`config.mk`:
```
export PLATFORM = sky130hd
export DESIGN_NAME = irq_chain_ctrl
export DESIGN_NICKNAME = d
export VERILOG_FILES = /design/src/rtl/irq_chain_pkg.sv /design/src/rtl/irq_slot.sv /design/src/rtl/irq_nest.sv /design/src/rtl/irq_chain_ctrl.sv
export SDC_FILE = /design/constraint.sdc
export NUM_CORES = 1
export LEC_CHECK = 0
export ABC_AREA = 0
export BUFFER_PORTS_ARGS = -buffer_cell sky130_fd_sc_hd__clkbuf_2
export CORE_UTILIZATION = 25
export DETAILED_ROUTE_END_ITERATION = 10
export GPL_TIMING_DRIVEN = 1
export HOLD_SLACK_MARGIN = 0.12
export SLEW_MARGIN = 40
export SYNTH_ARGS = -nofsm -noshare
export SYNTH_HDL_FRONTEND = slang
export SYNTH_SLANG_ARGS = --single-unit
```
`constraint.sdc`:
```
create_clock -name clk -period 1.8 [get_ports clk]
set_input_delay 0.09 -clock clk [delete_from_list [all_inputs] [get_ports clk]]
set_output_delay 0.09 -clock clk [all_outputs]
set_load 0.005 [all_outputs]
```
`src/rtl/irq_chain_pkg.sv`:
```
// Shared types for the interrupt chain: the vector byte and the spurious code.
package irq_chain_pkg;
    localparam int VEC_W = 8;
    typedef logic [VEC_W-1:0] vec_t;
    localparam vec_t SPURIOUS_VEC = '1;
endpackage

```
`src/rtl/irq_slot.sv`:
```
// One link of the acknowledge chain. It holds a pending flag and a vector byte.
// An acknowledge passes through when the slot is not eligible and is kept when it is.
// Assumes take_i is a one-cycle strobe at the first edge of an acknowledge.
module irq_slot
    import irq_chain_pkg::*;
#(
    parameter vec_t RESET_VEC = 8'h00
) (
    input  logic clk,
    input  logic rst_n,
    input  logic req_i,
    input  logic allow_i,
    input  logic ack_i,
    input  logic take_i,
    input  logic cfg_we_i,
    input  vec_t cfg_vec_i,
    output logic ack_o,
    output logic grant_o,
    output logic elig_o,
    output vec_t vec_o
);
    logic pend_q;
    vec_t vec_q;

    // Eligibility and the chain pass-through.
    always_comb begin
        elig_o  = pend_q & allow_i;
        grant_o = ack_i & elig_o;
        ack_o   = ack_i & ~elig_o;
        vec_o   = vec_q;
    end

    // Pending flag: a request sets it, a claim clears it, and a request wins a tie.
    always_ff @(posedge clk) begin
        if (!rst_n) pend_q <= 1'b0;
        else        pend_q <= req_i | (pend_q & ~(grant_o & take_i));
    end

    // Programmable vector register.
    always_ff @(posedge clk) begin
        if (!rst_n)        vec_q <= RESET_VEC;
        else if (cfg_we_i) vec_q <= cfg_vec_i;
    end

    p_hold_pending_r2: assert property (@(posedge clk) disable iff (!rst_n)
        (pend_q && !(grant_o && take_i)) |=> pend_q);
    p_clear_on_claim_r5: assert property (@(posedge clk) disable iff (!rst_n)
        (grant_o && take_i && !req_i) |=> !pend_q);
    p_same_cycle_req_r6: assert property (@(posedge clk) disable iff (!rst_n)
        (grant_o && take_i && req_i) |=> pend_q);
endmodule

```
`src/rtl/irq_nest.sv`:
```
// In-service tracker. A claim sets the winner's level and end-of-interrupt
// releases the highest-priority set level (the lowest index). A slot is allowed
// only if no level at or above its own priority is in service.
module irq_nest #(
    parameter int N_SLOTS = 8
) (
    input  logic               clk,
    input  logic               rst_n,
    input  logic               take_i,
    input  logic [N_SLOTS-1:0] grant_i,
    input  logic               end_i,
    output logic [N_SLOTS-1:0] allow_o,
    output logic [N_SLOTS-1:0] isr_o
);
    logic [N_SLOTS-1:0] isr_q;
    logic [N_SLOTS-1:0] blocked;
    logic [N_SLOTS-1:0] released;

    // Prefix OR: slot i is blocked if any level 0..i is in service.
    assign blocked[0] = isr_q[0];
    for (genvar i = 1; i < N_SLOTS; i++) begin : g_prefix
        assign blocked[i] = blocked[i-1] | isr_q[i];
    end

    // Mask out, release of the lowest set bit, and outputs.
    always_comb begin
        allow_o  = ~blocked;
        released = isr_q & (isr_q - 1'b1);
        isr_o    = isr_q;
    end

    // In-service register update: release first, then add the new claim.
    always_ff @(posedge clk) begin
        if (!rst_n) isr_q <= '0;
        else        isr_q <= (end_i ? released : isr_q) | (take_i ? grant_i : '0);
    end

    p_isr_set_r7: assert property (@(posedge clk) disable iff (!rst_n)
        (take_i && grant_i != '0) |=> ((isr_q & $past(grant_i)) != '0));
    p_eoi_one_bit_r9: assert property (@(posedge clk) disable iff (!rst_n)
        (end_i && !take_i && isr_q != '0) |=>
        ($countones(isr_q) == $countones($past(isr_q)) - 1));
endmodule

```
`src/rtl/irq_chain_ctrl.sv`:
```
// Daisy-chain interrupt controller top. It links N_SLOTS slots in priority
// order, finds the first edge of an acknowledge, latches the winner's vector
// (or the spurious code) and holds it on the bus while the acknowledge stays high.
// Assumes the processor holds cpu_ack for at least two cycles to read the vector.
module irq_chain_ctrl
    import irq_chain_pkg::*;
#(
    parameter int   N_SLOTS  = 8,
    parameter vec_t VEC_BASE = 8'h20,
    localparam int  SEL_W    = (N_SLOTS > 1) ? $clog2(N_SLOTS) : 1
) (
    input  logic               clk,
    input  logic               rst_n,
    input  logic [N_SLOTS-1:0] int_req_src,
    input  logic               cpu_ack,
    input  logic               end_of_irq,
    input  logic               cfg_we,
    input  logic [SEL_W-1:0]   cfg_sel,
    input  logic [VEC_W-1:0]   cfg_vec,
    output logic               cpu_irq,
    output logic [VEC_W-1:0]   vec_bus,
    output logic [N_SLOTS-1:0] svc_level
);
    logic               ack_q;
    logic               take;
    logic [N_SLOTS:0]   ack_chain;
    logic [N_SLOTS-1:0] grant;
    logic [N_SLOTS-1:0] elig;
    logic [N_SLOTS-1:0] allow;
    vec_t               slot_vec [N_SLOTS];
    vec_t               winner_vec;
    vec_t               vec_hold;

    assign ack_chain[0] = cpu_ack;
    assign take         = cpu_ack & ~ack_q;

    for (genvar i = 0; i < N_SLOTS; i++) begin : g_slot
        irq_slot #(.RESET_VEC(vec_t'(VEC_BASE + i))) i_slot (
            .clk       (clk),
            .rst_n     (rst_n),
            .req_i     (int_req_src[i]),
            .allow_i   (allow[i]),
            .ack_i     (ack_chain[i]),
            .take_i    (take),
            .cfg_we_i  (cfg_we && (cfg_sel == SEL_W'(i))),
            .cfg_vec_i (cfg_vec),
            .ack_o     (ack_chain[i+1]),
            .grant_o   (grant[i]),
            .elig_o    (elig[i]),
            .vec_o     (slot_vec[i])
        );
    end

    irq_nest #(.N_SLOTS(N_SLOTS)) i_nest (
        .clk     (clk),
        .rst_n   (rst_n),
        .take_i  (take),
        .grant_i (grant),
        .end_i   (end_of_irq),
        .allow_o (allow),
        .isr_o   (svc_level)
    );

    // Select the vector of the single granted slot, or the spurious code if none.
    always_comb begin
        winner_vec = SPURIOUS_VEC;
        for (int i = 0; i < N_SLOTS; i++)
            if (grant[i]) winner_vec = slot_vec[i];
    end

    // Acknowledge edge detector and the vector latch.
    always_ff @(posedge clk) begin
        if (!rst_n) begin
            ack_q    <= 1'b0;
            vec_hold <= '0;
        end else begin
            ack_q <= cpu_ack;
            if (take) vec_hold <= winner_vec;
        end
    end

    // Request line and the bus drive.
    always_comb begin
        cpu_irq = |elig;
        vec_bus = (cpu_ack && ack_q) ? vec_hold : '0;
    end

    p_one_winner_r3: assert property (@(posedge clk) disable iff (!rst_n)
        $onehot0(grant));
    p_vec_stable_r4: assert property (@(posedge clk) disable iff (!rst_n)
        (cpu_ack && ack_q && $past(cpu_ack && ack_q)) |-> $stable(vec_bus));
    p_spurious_r10: assert property (@(posedge clk) disable iff (!rst_n)
        (take && grant == '0) |=> (vec_hold == SPURIOUS_VEC && $stable(svc_level)));
endmodule

```
==> out/metrics.cfg, run 1 <==
[outcome]
status=finished, violations left
violations=negative setup slack

[grt]
overflow=0
grt_max_degree=34
track_usage_pct=14.93
grt_pass1_vias=3825
antenna_found_initial=0
grt_pass1_wl_microns=19490

[floorplan]
fp.coreArea_sq_mm=0.01594
io_pins=41
fp.dieW_microns=130.1
die_area_sq_mm=0.01692
initial_utilization_pct=25.73
core.rowCount=46
die_h_microns=130.1

[cts]
cts_tree=built
clkSlewWorstSetupHoldPaths_ps=60
cts_buffers=9
clk_latency_ps=340
clockBufferDepth=2
h-tree-depth=3
cts_sinks=89
root_buffer=clkbuf_16

[synth]
synth.area.top_cells=dfxtp_1, nand2_1, a21oi_1, nand3_1, and3_1
postSynthCellCount=524
synthArstFlopShare_pct=0
synth_fp_nets=548
netlist.area_leader.share_pct=43.44
avgSynthCellArea_sq_um=7.827
synth_edf_count=0
syn_area_sq_mm=0.004101
synth.most_common_cell=nand2_1
synth_commonest_cells=nand2_1, dfxtp_1, a21oi_1, nand3_1, clkbuf_1
synth_cell_types=47
synth_top_flop_cell=dfxtp_1
yosysTopAreaCell=dfxtp_1
synth-seq-cells=89
ys_warn_count=0
ys_seq_area_share_pct=43.44

[worst_setup_path]
crit_path_start=i_nest.isr_o[3]$_SDFF_PN0_
start_kind=flip-flop
crit_required_ps=2030
critPathKind=reg2reg
arrival_ps=2090
crit_fanout=9
end_kind=flip-flop
r2r_start=i_nest.isr_o[3]$_SDFF_PN0_

[route]
vias_per_cell=4.816
wirelength_microns=12010
ant_nets=0
vias=3935
first_pass_iters=4
drt_iter0_drc=286
wire_per_inst_microns=14.70
route.detailed.drc=0

[final_layout]
antennaDiodeCount=0
areaGrowthSynthToFinish_pct=29.35
nNetsFinal=620
drive_above_1_share_pct=22.13

[timing]
fmaxAchievable_mhz=537.0
period_share_pct=103.5
rsz0062_at_grt=true
worst_pin_slew_ps=773.6
finalSetupViolCount=9
slew-limit-headroom_pct=48.32
fin_skew_ps=5.380
period_needed_ps=1862
drv_slew=0
hold_violations=0
setup_ws_ps=-62.18
tns_ps=-157.2

[placement]
io_buffers=40
place_congestion=0.7736
dpl.hpwl_microns=8562
pre_cts_ws_ps=-67.67

[hold_path]
min_path_type=in2reg
hp-start=cfg_vec[0]

[power_and_ir_drop]
power_density_mw_per_mm2=845.1
vdd_drop_max_mv=0.4298
leakage_uw=0.002062

[job]
drv_cap=0

[cell families (layout without fill, tap and decap cells)]
| kind of cell | after synthesis | in the layout | synth area share [%] |
|---|---|---|---|
| buffers and inverters | 42 | 119 | 4.332 |
| and+or+nand+nor | 258 | 258 | 30.81 |
| AOI/OAI and AO/OA | 134 | 134 | 21.17 |
| DFF | 89 | 89 | 43.44 |
| muxes | 1 | 1 | 0.2441 |
[sequential cells by signal, indices dropped and copies added (netlist names)]
name,cells
g_slot.i_slot.vec_o,64
i_nest.isr_o,8
ack_q,1
vec_hold,8
g_slot.i_slot.pend_q,8
[per-layer routing]
layer,vias up,global-route usage (%),wire [microns]
met5,-,0,0
met4,0,6.635,208
met3,16,2.829,637
met2,90,23.97,5624
met1,1827,19.40,5535
li1,2002,-,-
[worst max-delay path: stages (launching register included)]
cell	delay, ps
dfxtp_2	320
or4_4	600
nor4_4	210
and4_1	250
buf_6	140
nor2b_1	60
o21a_1	170
[cells in the final DEF, fill, tap and decap left out, drive strengths merged, types with 2 or more instances in the layout]
master,n
clkbuf,52
nand3,26
nor4,3
a22o,8
nand4,3
o221ai,8
dfxtp,89
nand2,145
o221a,8
o31ai,2
o21a,13
nand2b,6
and4,2
nor2b,8
nor2,17
dlygate4sd3,16
a22oi,8
buf,41
inv,6
nor3,5
nor4b,9
clkinv,4
a21oi,61
o21ai,13
nand3b,11
o22ai,8
and3,16
[metrics by stage]
step / hold slack (ps) / utilization, % / area (sq um) / std cells / total power (uW)
after floorplan: 204.6 / - / 4113 / 524 / 2522
after global placement: 300.5 / 29.47 / 4698 / 780 / 2747
after detailed placement: 306.4 / 29.47 / 4698 / 780 / 2749
after CTS: 128.8 / 32.99 / 5259 / 819 / 4500
after global routing: 137.4 / 33.28 / 5305 / 817 / 4681
final: 136.3 / 33.28 / 5305 / 817 / 4484
[where the power goes]
group	switching (uW)	internal (uW)
clock	752	927
sequential	56.8	2050
combinational	384	316
[timing repair]
action	4_1_cts	5_1_grt
setup buffers	7	0
hold endpoints to repair	53	0
pin swaps	6	3
hold buffers	16	0
gates resized for setup	19	12
setup endpoints to repair	11	17
[path summary, 6_finish.rpt]
| path | end | slack (ps) | depth (start not counted) |
|---|---|---|---|
| hold reg to reg | g_slot[4].i_slot.vec_o[0]$_SDFFE_PN0P_ | 450 | 2 |
| setup / recovery | g_slot[6].i_slot.pend_q$_SDFF_PN0_ | -60 | 6 |
| hold / removal | g_slot[2].i_slot.vec_o[0]$_SDFFE_PN0P_ | 140 | 3 |
| setup reg to reg | g_slot[6].i_slot.pend_q$_SDFF_PN0_ | -60 | 6 |
[cell type report]
type	instances	area (sq um)
clock buffers	12	236.5
flip-flops and latches	89	1785
inverters	6	22.52
fillers	1699	10640
well taps	216	270.3
repair buffers	97	694.4
multi-input cells	393	2276
clock inverters	4	20.02
Power figures use the tool's default switching activity.
==> run 2: changes to the inputs <==
CORE_UTILIZATION = 55   (was 25)
CTS_CLUSTER_DIAMETER = 150   (was default)
PLACE_DENSITY = 0.75   (was default)
clock period = 2.3 ns   (was 1.8 ns; I/O delays follow)
==> run 2 against run 1 <==
  * The flow now finishes without violations
  * Global-route usage rose by 14 points
  * Via count rose by 1.1%
  * Fmax fell by 13%
  * Design area fell by 11%
  * First-iteration DRC count rose by 21%
  * Final cell count fell by 18%
  * Combinational power fell by 37%
  * Non-clock buffer count fell by 32
  * Largest cell class unchanged
==> out/metrics.cfg, run 2 (synthesized netlist as in run 1, its figures left out) <==
[timing]
fin_skew_ps=10.68
finalSetupViolCount=0
period_needed_ps=2137
hold_violations=0
setup_ws_ps=163.3
period_share_pct=92.90
tns_ps=0
rsz0062_at_grt=false
drv_slew=0
slew-limit-headroom_pct=50.41
fmaxAchievable_mhz=468.0
worst_pin_slew_ps=742.3

[grt]
grt_pass1_vias=3372
grt_pass1_wl_microns=17190
overflow=0
grt_max_degree=38
track_usage_pct=29.25
antenna_found_initial=0

[floorplan]
fp.coreArea_sq_mm=0.007214
die_area_sq_mm=0.007807
die_h_microns=88.36
core.rowCount=31
io_pins=41
initial_utilization_pct=56.85
fp.dieW_microns=88.36

[placement]
dpl.hpwl_microns=7712
pre_cts_ws_ps=171.9
place_congestion=0.8497
io_buffers=40

[cts]
cts_sinks=89
cts_buffers=9
clkSlewWorstSetupHoldPaths_ps=90
clockBufferDepth=2
root_buffer=clkbuf_8
h-tree-depth=3
clk_latency_ps=360
cts_tree=built

[power_and_ir_drop]
vdd_drop_max_mv=0.3548
leakage_uw=0.001845
power_density_mw_per_mm2=689.3

[final_layout]
drive_above_1_share_pct=14.61
final_common_cell=nand2_1
largest_register_ffs=64
antennaDiodeCount=0
layout_common_cells=nand2_1, dfxtp_1, a21oi_1
nNetsFinal=588
areaGrowthSynthToFinish_pct=14.83

[route]
vias=3977
drt_iter0_drc=347
route.detailed.drc=0
first_pass_iters=6
ant_nets=0
wire_per_inst_microns=16.55
vias_per_cell=5.963
wirelength_microns=11040

[worst_setup_path]
start_kind=flip-flop
arrival_ps=2420
crit_fanout=9
critPathKind=reg2reg
crit_required_ps=2580
end_kind=flip-flop

[job]
drv_cap=0

[outcome]
status=complete, no violations

[hold_path]
min_path_type=in2reg

## run 2: area by class of cell
cell class	count	area [sq um]
well taps	99	123.9
clock buffers	10	127.6
flip-flops and latches	89	1782
repair buffers	65	422.9
fillers	625	2505
inverters	6	22.52
clock inverters	5	81.33
multi-input cells	393	2150
## run 2: per-stage QoR
| step | power [uW] | std cells | hold slack, ps | utilization [%] | area [sq um] |
|---|---|---|---|---|---|
| after global placement | 2089 | 638 | 325.1 | 60.34 | 4353 |
| final | 3246 | 667 | 139.9 | 65.28 | 4710 |
| after detailed placement | 2097 | 638 | 326.0 | 60.34 | 4353 |
| after floorplan | 1970 | 524 | 229.6 | - | 4101 |
| after global routing | 3372 | 667 | 127.3 | 65.28 | 4710 |
| after CTS | 3250 | 667 | 125.6 | 65.18 | 4702 |
## run 2: what timing repair did
action | in CTS | in global routing
gates resized for setup | 0 | 3
hold buffers | 14 | 0
endpoints found under the hold margin | 24 | 0
buffers inserted | 0 | 0
endpoints found under the setup margin | 0 | 9
## run 2: worst max-delay path, cell delays in order (launching register included)
cell and delay (ps):
dfxtp_1 390, or4_4 600, nor4_2 340, and4_2 450
a22oi_1 100, o22ai_1 170
## run 2: power breakdown
part	switching (uW)	internal, uW	total (uW)
Sequential	48.9	1600	1650
Combinational	267	178	444
Clock	547	606	1150
## run 2: path summary, 6_finish.rpt
| kind | start | endpoint | slack, ps | cells after the start |
|---|---|---|---|---|
| worst max-delay path | i_nest.isr_o[1]$_SDFF_PN0_ | vec_hold[1]$_SDFFE_PN0P_ | 160 | 5 |
| worst min-delay path | cfg_vec[6] | g_slot[7].i_slot.vec_o[6]$_SDFFE_PN0P_ | 140 | 3 |
| worst min register to register | g_slot[1].i_slot.vec_o[7]$_SDFFE_PN0P_ | g_slot[1].i_slot.vec_o[7]$_SDFFE_PN0P_ | 450 | 2 |
| worst max register to register | i_nest.isr_o[1]$_SDFF_PN0_ | vec_hold[1]$_SDFFE_PN0P_ | 160 | 5 |
## run 2: routing by layer
layer	wire length (microns)	track usage, %	vias to the layer above
met5	0	0	-
met4	231	11.29	0
met3	693	4.664	23
met2	5101	45.24	152
met1	5013	41.09	1876
li1	-	-	1926
==> run 3: changes to the inputs <==
MAX_ROUTING_LAYER = met4   (was default)
==> run 3 against run 2 <==
  * Final cell count decreased by 0.30%
  * Flip-flop and latch count did not move
  * Setup slack gained 32 ps
  * Global-route usage up 0.44 points
  * Combinational power down 2%
  * Worst hold slack worse by 7.9 ps
  * Die area unchanged
  * Highest routed layer unchanged
==> out/metrics.cfg, run 3 (synthesized netlist as in run 1, its figures left out) <==
[outcome]
status=complete, no violations

[timing]
period_needed_ps=2104
drv_slew=0
finalSetupViolCount=0
tns_ps=0
setup_ws_ps=195.7
fin_skew_ps=18.75
rsz0062_at_grt=false
worst_pin_slew_ps=712.4
hold_violations=0
slew-limit-headroom_pct=52.51
period_share_pct=91.49
fmaxAchievable_mhz=475.2

[power_and_ir_drop]
power_frac_clock_pct=35.8
power_density_mw_per_mm2=694.9
p_sw_share_pct=26.47
p_comb_share_pct=13.4
p_int_uw=2393
leakage_uw=0.001835
p_sw_uw=861.3
seq_power_share_pct=50.8
vdd_drop_max_mv=0.3248

[cts]
cts_setup_buffers=0
cts_buffers=9
clkSlewWorstSetupHoldPaths_ps=90
h-tree-depth=3
root_buffer=clkbuf_8
cts_tree=built
clockBufferDepth=2
cts_sinks=89
clk_latency_ps=370

[floorplan]
initial_utilization_pct=56.85
fp.coreArea_sq_mm=0.007214
io_pins=41
die_area_sq_mm=0.007807
core.rowCount=31
die_h_microns=88.36
fp.dieW_microns=88.36

[final_layout]
drive_above_1_share_pct=14.49
layout_common_cells=nand2_1, dfxtp_1, a21oi_1
nNetsFinal=585
largest_register_ffs=64
post-route-util_pct=64.92
antennaDiodeCount=0
areaGrowthSynthToFinish_pct=14.19
final_common_cell=nand2_1

[worst_setup_path]
crit_required_ps=2550
critPathMaxStageDelay_ps=590
crit_family=simple AND/OR/NAND/NOR gates
arrival_ps=2350
start_kind=flip-flop
crit_buf_inv=0
end_kind=flip-flop
crit_path_top_delay_cell=or4_4
crit_fanout=9
path_cells=or4_4, nor4_2, and4_2, nor2b_1, o21a_1
critPathKind=reg2reg

[job]
drv_cap=0

[hold_path]
min_path_type=in2reg

[route]
vias=3982
first_pass_iters=5
wire_per_inst_microns=16.62
drt_iter0_drc=367
route.detailed.drc=0
ant_nets=0
vias_per_cell=5.988
wirelength_microns=11050

[placement]
pre_cts_ws_ps=157.7
io_buffers=40
place_congestion=0.9526
dpl.hpwl_microns=7645

[grt]
grt_pass1_wl_microns=17060
antenna_found_initial=0
track_usage_pct=29.69
overflow=0
grt_max_degree=65
grt_pass1_vias=3376

==> run 3: cell count changes in the layout (fill, tap and decap cells not counted), sizes merged <==
cell	delta
clkbuf	+2
clkinvlp	-1
dlygate4sd3	-3
==> run 3: metal layers <==
layer | share of wire [%] | GRT usage [%] | vias up
li1 | - | - | 1922
met1 | 45 | 41.78 | 1833
met2 | 44 | 42.52 | 192
met3 | 7.5 | 3.638 | 35
met4 | 3.2 | 13.34 | 0
met5 | 0 | - | -
==> run 3: layout make-up <==
type                    instances  area (sq um)
inverters                       6         22.52
well taps                      99         123.9
fillers                       643          2531
clock inverters                 4         77.57
multi-input cells             393          2150
flip-flops and latches         89          1782
clock buffers                  12         135.1
repair buffers                 62         392.9
==> run 3: repair_timing <==
| action | CTS | global route |
|---|---|---|
| setup endpoints to repair | 0 | 8 |
| gates resized for setup | 0 | 3 |
| hold endpoints to repair | 18 | 0 |
| hold buffers | 11 | 0 |
==> run 3: worst register-to-register path, delay by kind of cell, from the launching register on <==
kind | cells | cell delay, ps
AO/OA/AOI/OAI | 1 | 170
flip-flops | 1 | 380
AND/OR/NAND/NOR | 4 | 1430
==> run 3: per-stage QoR <==
stage	hold WS, ps	total power (uW)	instance area (sq um)	std cells
2_1_floorplan	229.6	1970	4101	524
3_3_place_gp	322.1	2088	4353	638
3_5_place_dp	332.6	2097	4353	638
4_1_cts	120.5	3250	4676	665
5_1_grt	137.2	3369	4683	665
6_report	132.0	3254	4683	665
==> run 3: worst paths after layout <==
kind	start	endpoint	slack, ps	depth (start not counted)
setup reg to reg	i_nest.isr_o[1]$_SDFF_PN0_	g_slot[6].i_slot.pend_q$_SDFF_PN0_	200	5
setup / recovery	i_nest.isr_o[1]$_SDFF_PN0_	g_slot[6].i_slot.pend_q$_SDFF_PN0_	200	5
hold reg to reg	g_slot[4].i_slot.vec_o[4]$_SDFFE_PN0P_	g_slot[4].i_slot.vec_o[4]$_SDFFE_PN0P_	460	2
hold / removal	cfg_vec[3]	g_slot[2].i_slot.vec_o[3]$_SDFFE_PN0P_	130	3
==> run 3: power by group through the flow <==
stage	combinational [uW]	sequential, uW	clock [uW]
6_report	435	1650	1170
5_1_grt	475	1660	1230
4_1_cts	427	1650	1170
3_5_place_dp	410	1690	0
3_3_place_gp	403	1680	0
2_1_floorplan	305	1670	0
